`src/rtl/mdio_cmd_pkg.sv`:
```
package mdio_cmd_pkg;
  localparam int CMD_WR_BIT  = 31;
  localparam int CMD_RD_BIT  = 30;
  localparam int CMD_PHY_LSB = 25;
  localparam int CMD_REG_LSB = 20;
  localparam int CMD_EXT_BIT = 16;
  localparam int ADDR_W      = 5;
  localparam int DATA_W      = 16;
  localparam int PRE_LEN     = 32;
  localparam int FRAME_LEN   = PRE_LEN + 2 + 2 + 2 * ADDR_W + 2 + DATA_W;
  localparam int IDX_W       = $clog2(FRAME_LEN);
  localparam int TA_POS      = FRAME_LEN - DATA_W - 2;
  localparam int DATA_POS    = FRAME_LEN - DATA_W;

  typedef struct packed {
    logic              wr;
    logic              rd;
    logic [ADDR_W-1:0] phy;
    logic [ADDR_W-1:0] regad;
    logic              ext;
    logic [DATA_W-1:0] wdata;
  } mdio_cmd_t;

  function automatic mdio_cmd_t decode_cmd(input logic [31:0] w);
    mdio_cmd_t c;
    c.wr    = w[CMD_WR_BIT];
    c.rd    = w[CMD_RD_BIT];
    c.phy   = w[CMD_PHY_LSB +: ADDR_W];
    c.regad = w[CMD_REG_LSB +: ADDR_W];
    c.ext   = w[CMD_EXT_BIT];
    c.wdata = w[DATA_W-1:0];
    return c;
  endfunction

  function automatic logic [FRAME_LEN-1:0] build_frame(
      input logic is_rd, input logic [ADDR_W-1:0] phy,
      input logic [ADDR_W-1:0] regad, input logic [DATA_W-1:0] wdata);
    logic [1:0] op, ta;
    logic [DATA_W-1:0] pay;
    op  = is_rd ? 2'b10 : 2'b01;
    ta  = is_rd ? 2'b11 : 2'b10;
    pay = is_rd ? {DATA_W{1'b1}} : wdata;
    return {{PRE_LEN{1'b1}}, 2'b01, op, phy, regad, ta, pay};
  endfunction
endpackage

```
`src/rtl/mdc_divider.sv`:
```
module mdc_divider #(
  parameter int DIVW = 8
) (
  input  logic            clk,
  input  logic            rst_n,
  input  logic            run,
  input  logic [DIVW-1:0] half_div,
  output logic            mdc,
  output logic            rise_tick,
  output logic            fall_tick
);
  logic [DIVW-1:0] cnt_q;
  logic            mdc_q;
  logic [DIVW-1:0] lim;
  logic            term;

  assign lim  = (half_div == '0) ? '0 : half_div - 1'b1;
  assign term = run && (cnt_q == lim);

  always_ff @(posedge clk or negedge rst_n) begin
    if (!rst_n) begin
      cnt_q <= '0;
      mdc_q <= 1'b0;
    end else if (!run) begin
      cnt_q <= '0;
      mdc_q <= 1'b0;
    end else if (term) begin
      cnt_q <= '0;
      mdc_q <= ~mdc_q;
    end else begin
      cnt_q <= cnt_q + 1'b1;
    end
  end

  assign mdc       = mdc_q;
  assign rise_tick = term && !mdc_q;
  assign fall_tick = term && mdc_q;

  AST_IDLE_LOW: assert property (@(posedge clk) disable iff (!rst_n)
    !run |=> !mdc_q);
endmodule

```
`src/rtl/mdio_frame_engine.sv`:
```
module mdio_frame_engine
  import mdio_cmd_pkg::*;
(
  input  logic              clk,
  input  logic              rst_n,
  input  logic              start,
  input  logic              start_rd,
  input  logic [ADDR_W-1:0] start_phy,
  input  logic [ADDR_W-1:0] start_reg,
  input  logic [DATA_W-1:0] start_wdata,
  input  logic              rise_tick,
  input  logic              fall_tick,
  input  logic              mdi,
  output logic              busy,
  output logic              mdo,
  output logic              mdo_oe,
  output logic [DATA_W-1:0] rd_data
);
  logic [FRAME_LEN-1:0] sh_q;
  logic [IDX_W-1:0]     idx_q;
  logic                 busy_q, rd_q;
  logic [DATA_W-1:0]    cap_q, rdat_q;
  logic                 last_bit, in_data, released;

  assign last_bit = (idx_q == IDX_W'(FRAME_LEN - 1));
  assign in_data  = (idx_q >= IDX_W'(DATA_POS));
  assign released = rd_q && (idx_q >= IDX_W'(TA_POS));

  always_ff @(posedge clk or negedge rst_n) begin
    if (!rst_n) begin
      sh_q   <= '0;
      idx_q  <= '0;
      busy_q <= 1'b0;
      rd_q   <= 1'b0;
      cap_q  <= '0;
      rdat_q <= '0;
    end else if (!busy_q) begin
      if (start) begin
        busy_q <= 1'b1;
        rd_q   <= start_rd;
        idx_q  <= '0;
        sh_q   <= build_frame(start_rd, start_phy, start_reg, start_wdata);
      end
    end else begin
      if (rise_tick && rd_q && in_data)
        cap_q <= {cap_q[DATA_W-2:0], mdi};
      if (fall_tick) begin
        sh_q  <= sh_q << 1;
        idx_q <= idx_q + 1'b1;
        if (last_bit) begin
          busy_q <= 1'b0;
          if (rd_q) rdat_q <= cap_q;
        end
      end
    end
  end

  assign busy    = busy_q;
  assign mdo     = sh_q[FRAME_LEN-1];
  assign mdo_oe  = busy_q && !released;
  assign rd_data = rdat_q;

  AST_PREAMBLE_ONES: assert property (@(posedge clk) disable iff (!rst_n)
    busy_q && (idx_q < IDX_W'(PRE_LEN)) |-> mdo);
  AST_TA_WRITE_ONE: assert property (@(posedge clk) disable iff (!rst_n)
    busy_q && !rd_q && (idx_q == IDX_W'(TA_POS)) |-> mdo && mdo_oe);
  AST_BUSY_HOLDS: assert property (@(posedge clk) disable iff (!rst_n)
    busy_q && !last_bit |=> busy_q);
endmodule

```
`src/rtl/mdio_bus_steer.sv`:
```
module mdio_bus_steer (
  input  logic sel_ext,
  input  logic mdc,
  input  logic mdo,
  input  logic mdo_oe,
  output logic mdi,
  output logic int_mdc,
  output logic int_mdio_o,
  output logic int_mdio_oe,
  input  logic int_mdio_i,
  output logic ext_mdc,
  output logic ext_mdio_o,
  output logic ext_mdio_oe,
  input  logic ext_mdio_i
);
  assign int_mdc     = mdc && !sel_ext;
  assign int_mdio_oe = mdo_oe && !sel_ext;
  assign int_mdio_o  = mdo && !sel_ext;
  assign ext_mdc     = mdc && sel_ext;
  assign ext_mdio_oe = mdo_oe && sel_ext;
  assign ext_mdio_o  = mdo && sel_ext;
  assign mdi         = sel_ext ? ext_mdio_i : int_mdio_i;
endmodule

```
`src/rtl/mdio_cmd_master.sv`:
```
module mdio_cmd_master
  import mdio_cmd_pkg::*;
#(
  parameter int DIVW = 8
) (
  input  logic              clk,
  input  logic              rst_n,
  input  logic [DIVW-1:0]   mdc_half_div,
  input  logic              cmd_we,
  input  logic [31:0]       cmd_wdata,
  output logic              busy,
  output logic [DATA_W-1:0] rd_data,
  output logic              int_mdc,
  output logic              int_mdio_o,
  output logic              int_mdio_oe,
  input  logic              int_mdio_i,
  output logic              ext_mdc,
  output logic              ext_mdio_o,
  output logic              ext_mdio_oe,
  input  logic              ext_mdio_i
);
  mdio_cmd_t cmd;
  logic prev_wr_q, prev_rd_q, ext_q;
  logic eng_busy, accept, wr_rise, rd_rise, launch;
  logic core_mdc, rise_tick, fall_tick, core_mdo, core_oe, core_mdi;

  assign cmd     = decode_cmd(cmd_wdata);
  assign accept  = cmd_we && !eng_busy;
  assign wr_rise = cmd.wr && !prev_wr_q;
  assign rd_rise = cmd.rd && !prev_rd_q;
  assign launch  = accept && (wr_rise || rd_rise);

  always_ff @(posedge clk or negedge rst_n) begin
    if (!rst_n) begin
      prev_wr_q <= 1'b0;
      prev_rd_q <= 1'b0;
      ext_q     <= 1'b0;
    end else if (accept) begin
      prev_wr_q <= cmd.wr;
      prev_rd_q <= cmd.rd;
      if (launch) ext_q <= cmd.ext;
    end
  end

  mdc_divider #(.DIVW(DIVW)) u_div (
    .clk(clk), .rst_n(rst_n), .run(eng_busy), .half_div(mdc_half_div),
    .mdc(core_mdc), .rise_tick(rise_tick), .fall_tick(fall_tick));

  mdio_frame_engine u_eng (
    .clk(clk), .rst_n(rst_n), .start(launch), .start_rd(!wr_rise),
    .start_phy(cmd.phy), .start_reg(cmd.regad), .start_wdata(cmd.wdata),
    .rise_tick(rise_tick), .fall_tick(fall_tick), .mdi(core_mdi),
    .busy(eng_busy), .mdo(core_mdo), .mdo_oe(core_oe), .rd_data(rd_data));

  mdio_bus_steer u_steer (
    .sel_ext(ext_q), .mdc(core_mdc), .mdo(core_mdo), .mdo_oe(core_oe),
    .mdi(core_mdi),
    .int_mdc(int_mdc), .int_mdio_o(int_mdio_o), .int_mdio_oe(int_mdio_oe),
    .int_mdio_i(int_mdio_i),
    .ext_mdc(ext_mdc), .ext_mdio_o(ext_mdio_o), .ext_mdio_oe(ext_mdio_oe),
    .ext_mdio_i(ext_mdio_i));

  assign busy = eng_busy;

  AST_IDLE_PINS: assert property (@(posedge clk) disable iff (!rst_n)
    !eng_busy |-> !int_mdc && !ext_mdc && !int_mdio_oe && !ext_mdio_oe);
  AST_QUIET_BUS: assert property (@(posedge clk) disable iff (!rst_n)
    !(int_mdc && ext_mdc) && !(int_mdio_oe && ext_mdio_oe));
  AST_HIGH_STABLE: assert property (@(posedge clk) disable iff (!rst_n)
    core_mdc && $past(core_mdc) |-> $stable(core_mdo));
  AST_MDC_LOW_AT_START: assert property (@(posedge clk) disable iff (!rst_n)
    $rose(eng_busy) |-> !core_mdc);
  AST_BUS_LOCKED: assert property (@(posedge clk) disable iff (!rst_n)
    eng_busy && $past(eng_busy) |-> $stable(ext_q));
endmodule

```
`config.mk`:
```
export PLATFORM = sky130hd
export DESIGN_NAME = mdio_cmd_master
export DESIGN_NICKNAME = d
export VERILOG_FILES = /design/src/rtl/mdio_cmd_pkg.sv /design/src/rtl/mdc_divider.sv /design/src/rtl/mdio_frame_engine.sv /design/src/rtl/mdio_bus_steer.sv /design/src/rtl/mdio_cmd_master.sv
export SDC_FILE = /design/constraint.sdc
export NUM_CORES = 1
export LEC_CHECK = 0
export BUFFER_PORTS_ARGS = -buffer_cell sky130_fd_sc_hd__buf_2
export CAP_MARGIN = 20
export CORE_ASPECT_RATIO = 0.5
export CORE_MARGIN = 2
export CORE_UTILIZATION = 38
export CTS_CLUSTER_DIAMETER = 120
export DETAILED_ROUTE_END_ITERATION = 7
export SKIP_CTS_REPAIR_TIMING = 1
export SYNTH_ARGS = -nofsm -noshare
export SYNTH_HDL_FRONTEND = slang
export SYNTH_HIERARCHICAL = 1
export SYNTH_SLANG_ARGS = --single-unit
```
`constraint.sdc`:
```
create_clock -name clk -period 8.5 [get_ports clk]
set_clock_uncertainty 0.05 [all_clocks]
set_input_delay 0 -clock clk [delete_from_list [all_inputs] [get_ports clk]]
set_output_delay 0 -clock clk [all_outputs]
set_load 0.01 [all_outputs]
```
==> impl_metrics.csv, run 1 <==
group,metric,value,unit
timing,fin_ws,4.50,ns
power_and_ir_drop,p_int,1.39,mW
routing,detail-route-antenna-nets,0,
place,preCtsSetupSlack,4.04,ns
grt,grt_max_degree,61,
power_and_ir_drop,pwr-share-seq,42.2,%
setup_path,start_kind,"input port",
setup_path,cp_num_buf_inv,2,
yosys,syn_avg_cell_area,10.8,sq um
setup_path,cp_cell_sequence,"buf_2 > inv_1 > ha_1 > or3b_1 > nor4_4 > or3_2 > o211ai_1 > or4_4 > nor3_1 > nand3_1 > nor4_4 > mux2_2",
final_layout,syn_to_final_growth,26.3,%
routing,highest-signal-layer,"met4",
timing,worst_pin_slew,1.04,ns
setup_path,cp-end-kind,"flop",
timing,max_freq,250,MHz
status,status,"finished clean",
grt,grt_pass1_wl,17700,um
timing,post-route-period-util,47.0,%
routing,avgViaCountPerCell,4.87,
routing,drtIter0Drc,303,
yosys,yosys_warnings,6,
die,core,0.0137,sq mm
power_and_ir_drop,power_switching,0.565,mW
clock_tree,cts_buffer_depth,2,
yosys,ys_ff_latch,116,
power_and_ir_drop,netSwitchingFraction,28.8,%
place,dp_hpwl,6520,um
clock_tree,clock_sinks,116,
yosys,syn_inst,504,
setup_path,crit_fanout,16,
clock_tree,cts_tree,"done",
power_and_ir_drop,max-vdd-ir-drop,0.130,mV
routing,drt-total-wl,10600,um
timing,fin_tns_setup,0,ns
yosys,synth_edf_count,0,
place,place_congestion,0.820,
yosys,synth-main-ff-cell,"dfrtp_1",
clock_tree,htreeDepth,4,
final_layout,layout.cells.non_filler,803,
setup_path,required,8.74,ns
grt,grt_pass1_vias,3590,
yosys,syn_nets,552,
yosys,yosysUniqueCellTypes,61,
grt,gr-total-overflow,0,
timing,fin_crit,4.00,ns
final_layout,nFillCells,1249,
die,die_h,88.5,um
setup_path,worstPathArrival,4.23,ns
routing,route.met2.wl,4860,um
timing,rsz0062_at_grt,"false",
die,initial_core_util,39.5,%
routing,met3_length,341,um
final_layout,num_antenna_cells,0,
timing,hold_violations,0,
die,dieArea,0.0153,sq mm
yosys,syn_area,0.00543,sq mm
power_and_ir_drop,pwr_density_cell,286,mW/mm^2
final_layout,nets,646,
routing,drc,0,
setup_path,critical_path_class,"input port to flop",
place,io_buffers,64,
setup_path,worst_path_largest_cell_delay,0.84,ns
grt,grt.total_usage,14.5,%
place,dp_cells,736,
setup_path,slowest_stage,"nor4_4",
setup_path,cp_common_cell,"nor4_4",
routing,wl_met1,5340,um
power_and_ir_drop,combinationalPowerShare,20.0,%
die,num_rows,30,
flow_run,drv_cap,0,
routing,num_vias,3908,
timing,slew_headroom,30.1,%
clock_tree,cts_made_buffers,17,
clock_tree,root_buffer,"clkbuf_16",
timing,maxSlewViolCount,0,
yosys,postSynth.asyncResetShare,100,%
clock_tree,clk-insertion-delay-late,0.40,ns
final_layout,drive_above_1_share,26.8,%
die,fp.dieW,173,um
grt,antenna_found_initial,0,
power_and_ir_drop,leakage,3.42,nW
power_and_ir_drop,clkPwrFrac,37.8,%
worst_hold_path,min-delay-path-class,"input port to flop",
routing,wire_per_inst,13.2,um
clock_tree,clkTransAtPathRegs,0.06,ns
routing,drtPass1Iterations,5,
timing,setup_viol,0,
setup_path,crit_family,"simple AND/OR/NAND/NOR gates",
yosys,ys_seq_area_share,53.5,%
die,io_pins,68,
-- synth_stat cells (all sizes together) (3+ instances only) --
library cell  count  share of area (%)
a22o              4               0.65
buf              10                1.5
o311a             3               0.55
a21oi            19                1.8
mux2             39                9.0
or3               6               0.74
clkbuf           19                1.3
xor2              5               0.81
nor2             29                2.0
nor3              9               0.83
and2              6               0.76
or4               4               0.62
o21ai            18                1.7
nand2b            4               0.60
inv               6               0.42
ha                3               0.69
nor4              4                1.0
dfrtp           116                 54
xnor2             4               0.65
and2b             3               0.48
and3              4               0.46
nand3            39                3.6
nand2            95                6.6
or2               4               0.46
mux2i            28                5.2
-- layer usage --
layer | up-vias | track usage, %
met5 | - | 0
met4 | 0 | 4.85
met3 | 8 | 4.25
met2 | 60 | 22.3
met1 | 1888 | 19.9
li1 | 1952 | -
-- metrics by stage --
stage / hold slack (ns) / instance area (sq um) / total power, mW / utilization (%)
floorplan: -0.346 / 5430 / 1.10 / -
global placement: 0.0606 / 5880 / 1.19 / 42.8
detailed placement: 0.0661 / 5880 / 1.21 / 42.8
CTS: -0.373 / 6500 / 1.96 / 47.3
global route: 0.123 / 6850 / 2.08 / 49.9
finish: 0.109 / 6850 / 1.96 / 49.9
-- final timing paths --
check                                           start                      endpoint  slack (ns)  cells past startpoint
max in group asynchronous                       rst_n    u_eng/sh_q[44]$_DFFE_PN0P_        7.03                      3
hold / removal                                 cmd_we          u_eng/busy$_DFF_PN0_        0.11                      5
min in group asynchronous                       rst_n    u_eng/sh_q[23]$_DFFE_PN0P_        0.14                      2
setup reg to reg             u_div/cnt_q[2]$_DFF_PN0_  u_eng/rd_data[2]$_DFFE_PN0P_        4.61                      9
hold reg to reg            u_eng/sh_q[27]$_DFFE_PN0P_    u_eng/sh_q[27]$_DFFE_PN0P_        0.42                      2
setup / recovery                      mdc_half_div[0]  u_eng/rd_data[2]$_DFFE_PN0P_        4.50                     12
-- power by group through the flow --
| stage | Sequential, mW | Combinational (mW) | Clock [mW] |
|---|---|---|---|
| 2_1_floorplan | 0.807 | 0.295 | 0 |
| 3_3_place_gp | 0.828 | 0.362 | 0 |
| 3_5_place_dp | 0.833 | 0.374 | 0 |
| 4_1_cts | 0.826 | 0.376 | 0.759 |
| 5_1_grt | 0.848 | 0.448 | 0.787 |
| 6_report | 0.826 | 0.391 | 0.741 |
-- final cells by class --
type | count | area (sq um) | share of cell area, %
clock buffer | 17 | 425 | 6.21
clock inverter | 15 | 195 | 2.85
inverter | 6 | 22.5 | 0.329
multi-input combinational | 353 | 2350 | 34.3
sequential | 116 | 2900 | 42.4
tap | 192 | 240 | 3.51
timing repair buffer | 104 | 712 | 10.4
-- tightest hold or removal path, cell delays in order --
cell,delay [ns]
buf_2,0.10
nor2b_4,0.12
a21boi_4,0.15
nor2_1,0.10
a21oi_1,0.05
-- sequential cells by signal, summed over array words and instances, names as in the netlist --
| name | cells |
|---|---|
| u_div/cnt_q | 8 |
| u_eng/rd_data | 16 |
| prev_rd_q | 1 |
| u_eng/sh_q | 64 |
| u_eng/cap_q | 16 |
| u_eng/idx_q | 6 |
| prev_wr_q | 1 |
| u_div/mdc | 1 |
| u_eng/rd_q | 1 |
| ext_q | 1 |
| u_eng/busy | 1 |
-- cells by family after synthesis --
family	count (synthesis)	share of synthesized area, %
simple gates	214	19.5
flops	116	53.5
mux	67	14.2
compound gates	60	7.52
buf+inv	35	3.21
xor+xnor	9	1.45
fa+ha+maj	3	0.692
-- cells in the final DEF (no fill, tap or decap), types with 4 or more instances in the layout --
| cell type | netlist | layout |
|---|---|---|
| o21ai_0 | 16 | 16 |
| dfrtp_1 | 116 | 115 |
| dlygate4sd3_1 | 0 | 34 |
| inv_6 | 0 | 5 |
| buf_4 | 4 | 6 |
| nor3_1 | 9 | 9 |
| mux2_4 | 13 | 13 |
| clkbuf_16 | 0 | 17 |
| nor2_1 | 29 | 29 |
| xnor2_1 | 4 | 4 |
| buf_2 | 1 | 63 |
| inv_1 | 6 | 6 |
| nand3_1 | 39 | 39 |
| xor2_1 | 5 | 5 |
| a21oi_1 | 19 | 19 |
| or3_1 | 4 | 4 |
| nand2_1 | 94 | 94 |
| mux2i_1 | 28 | 27 |
| a22o_1 | 4 | 4 |
| and3_1 | 4 | 4 |
| mux2_2 | 24 | 24 |
Note: power is estimated with default switching activity, not from simulation.
==> run 2: changes to the inputs <==
Clock period 8.5 ns to 3.85 ns, I/O delays scaled along.
==> run 2 against run 1 <==
Against the previous run: register-to-register slack got worse by 3.9 ns; via count rose by 1.3%; count of clock-buffer cells in the layout did not move; combinational power rose by 120%; critical path depth fell by 2; die area did not move; first-iteration DRC count rose by 0.99%; final cell count rose by 0.87%; final area rose by 1.6%; critical path type is now flop to flop; largest power group unchanged.
==> impl_metrics.csv, run 2 (synthesis results as in run 1) <==
group,metric,value,unit
status,status,"finished clean",
final_layout,regMostFlops,"u_eng/sh_q",
timing,maxSlewViolCount,0,
routing,wire_per_inst,13.0,um
worst_hold_path,min-delay-path-class,"input port to flop",
power_and_ir_drop,netSwitchingFraction,28.4,%
clock_tree,cts_tree,"done",
final_layout,nFillCells,1240,
setup_path,critical_path_class,"flop to flop",
final_layout,fin_util,50.7,%
grt,grt_max_degree,87,
clock_tree,clk-insertion-delay-late,0.40,ns
die,die_h,88.5,um
setup_path,start_kind,"flop",
final_layout,syn_to_final_growth,28.3,%
die,fp.dieW,173,um
routing,detail-route-antenna-nets,0,
grt,grt.total_usage,14.6,%
place,dp_cells,741,
die,initial_core_util,39.5,%
timing,fin_tns_setup,0,ns
place,io_buffers,64,
final_layout,seqCellArea,0.00290,sq mm
setup_path,crit_fanout,16,
power_and_ir_drop,p_int,3.15,mW
routing,avgViaCountPerCell,4.89,
timing,post-route-period-util,81.8,%
final_layout,final_common_cell,"dfrtp_1",
place,dp_hpwl,6340,um
clock_tree,htreeDepth,4,
grt,antenna_found_initial,0,
timing,max_freq,318,MHz
grt,gr-total-overflow,0,
timing,hold_violations,0,
final_layout,largest_register_ffs,64,
power_and_ir_drop,combinationalPowerShare,19.3,%
clock_tree,cts_made_buffers,17,
final_layout,drive_above_1_share,27.5,%
grt,grt_pass1_wl,18000,um
timing,rsz0062_at_grt,"false",
flow_run,drv_cap,0,
final_layout,multi_input_area,0.00235,sq mm
final_layout,final_cell_mix,"dfrtp_1 (115), nand2_1 (94), buf_2 (63)",
worst_hold_path,whs_path_depth,5,
power_and_ir_drop,leakage,3.47,nW
routing,drtIter0Drc,306,
final_layout,num_antenna_cells,0,
routing,drt-total-wl,10500,um
die,dieArea,0.0153,sq mm
power_and_ir_drop,max-vdd-ir-drop,0.297,mV
power_and_ir_drop,fin_total_pwr,4.40,mW
setup_path,reg2regPathDepth,10,
clock_tree,cts_buffer_depth,2,
setup_path,worstPathArrival,3.38,ns
clock_tree,clock_sinks,116,
clock_tree,clkTransAtPathRegs,0.06,ns
final_layout,nets,653,
grt,grt_pass1_vias,3708,
power_and_ir_drop,pwr_density_cell,632,mW/mm^2
routing,drtPass1Iterations,5,
clock_tree,root_buffer,"clkbuf_16",
final_layout,layout.cells.non_filler,810,
power_and_ir_drop,power_switching,1.25,mW
die,num_rows,30,
routing,drc,0,
die,core,0.0137,sq mm
die,io_pins,68,
power_and_ir_drop,pwr-share-seq,41.9,%
timing,setup_viol,0,
power_and_ir_drop,clkPwrFrac,38.8,%
setup_path,required,4.09,ns
timing,worst_pin_slew,0.784,ns
place,place_congestion,0.833,
setup_path,cp-end-kind,"flop",
timing,fin_crit,3.15,ns
routing,num_vias,3958,
timing,slew_headroom,47.7,%
==> run 2: critical path, stage by stage, from the launching register on <==
cell and delay (ns):
dfrtp_1 0.46, or3_1 0.33, o221ai_1 0.19, o32a_1 0.16, o21ai_1 0.11, or4_4 0.48
nor3_1 0.26, nand3_1 0.23, nor4_4 0.23, buf_12 0.19, mux2_2 0.34
==> run 2: final timing paths <==
kind | start | to | slack, ns
worst max-delay path | u_div/cnt_q[2]$_DFF_PN0_ | u_eng/rd_data[7]$_DFFE_PN0P_ | 0.70
worst min-delay path | cmd_we | u_eng/busy$_DFF_PN0_ | 0.10
worst max register to register | u_div/cnt_q[2]$_DFF_PN0_ | u_eng/rd_data[7]$_DFFE_PN0P_ | 0.70
worst min register to register | u_eng/sh_q[23]$_DFFE_PN0P_ | u_eng/sh_q[23]$_DFFE_PN0P_ | 0.43
max in group asynchronous | rst_n | u_eng/sh_q[13]$_DFFE_PN0P_ | 2.72
min in group asynchronous | rst_n | u_eng/sh_q[24]$_DFFE_PN0P_ | 0.11
==> run 2: layout make-up <==
cell class	count	area share (%)
flip-flops and latches	116	41.7
multi-input cells	353	33.8
repair buffers	111	11.5
clock buffers	17	6.11
well taps	192	3.45
clock inverters	15	3.09
inverters	6	0.324
==> run 2: per-layer routing <==
layer	vias to the layer above	wire (um)	part of all wire [%]	global-route usage, %
li1	1962	-	-	-
met1	1910	5450	52	20.1
met2	76	4560	43	22.0
met3	10	378	3.6	3.95
met4	0	106	1.0	6.24
met5	-	0	0	0
==> run 2: per-stage QoR <==
step | area [sq um] | worst slack, ns | hold WS, ns
final | 6960 | 0.701 | 0.102
after global routing | 6960 | 0.469 | 0.112
after CTS | 6570 | 0.678 | -0.227
after detailed placement | 5930 | 0.395 | 0.194
after global placement | 5930 | 0.453 | 0.192
after floorplan | 5430 | 0.287 | -0.346
==> run 2: power groups by stage <==
stage / clock (mW) / sequential (mW) / combinational (mW)
2_1_floorplan: 0 / 1.78 / 0.652
3_3_place_gp: 0 / 1.84 / 0.782
3_5_place_dp: 0 / 1.85 / 0.804
4_1_cts: 1.74 / 1.84 / 0.811
5_1_grt: 1.81 / 1.90 / 0.981
6_report: 1.71 / 1.84 / 0.849
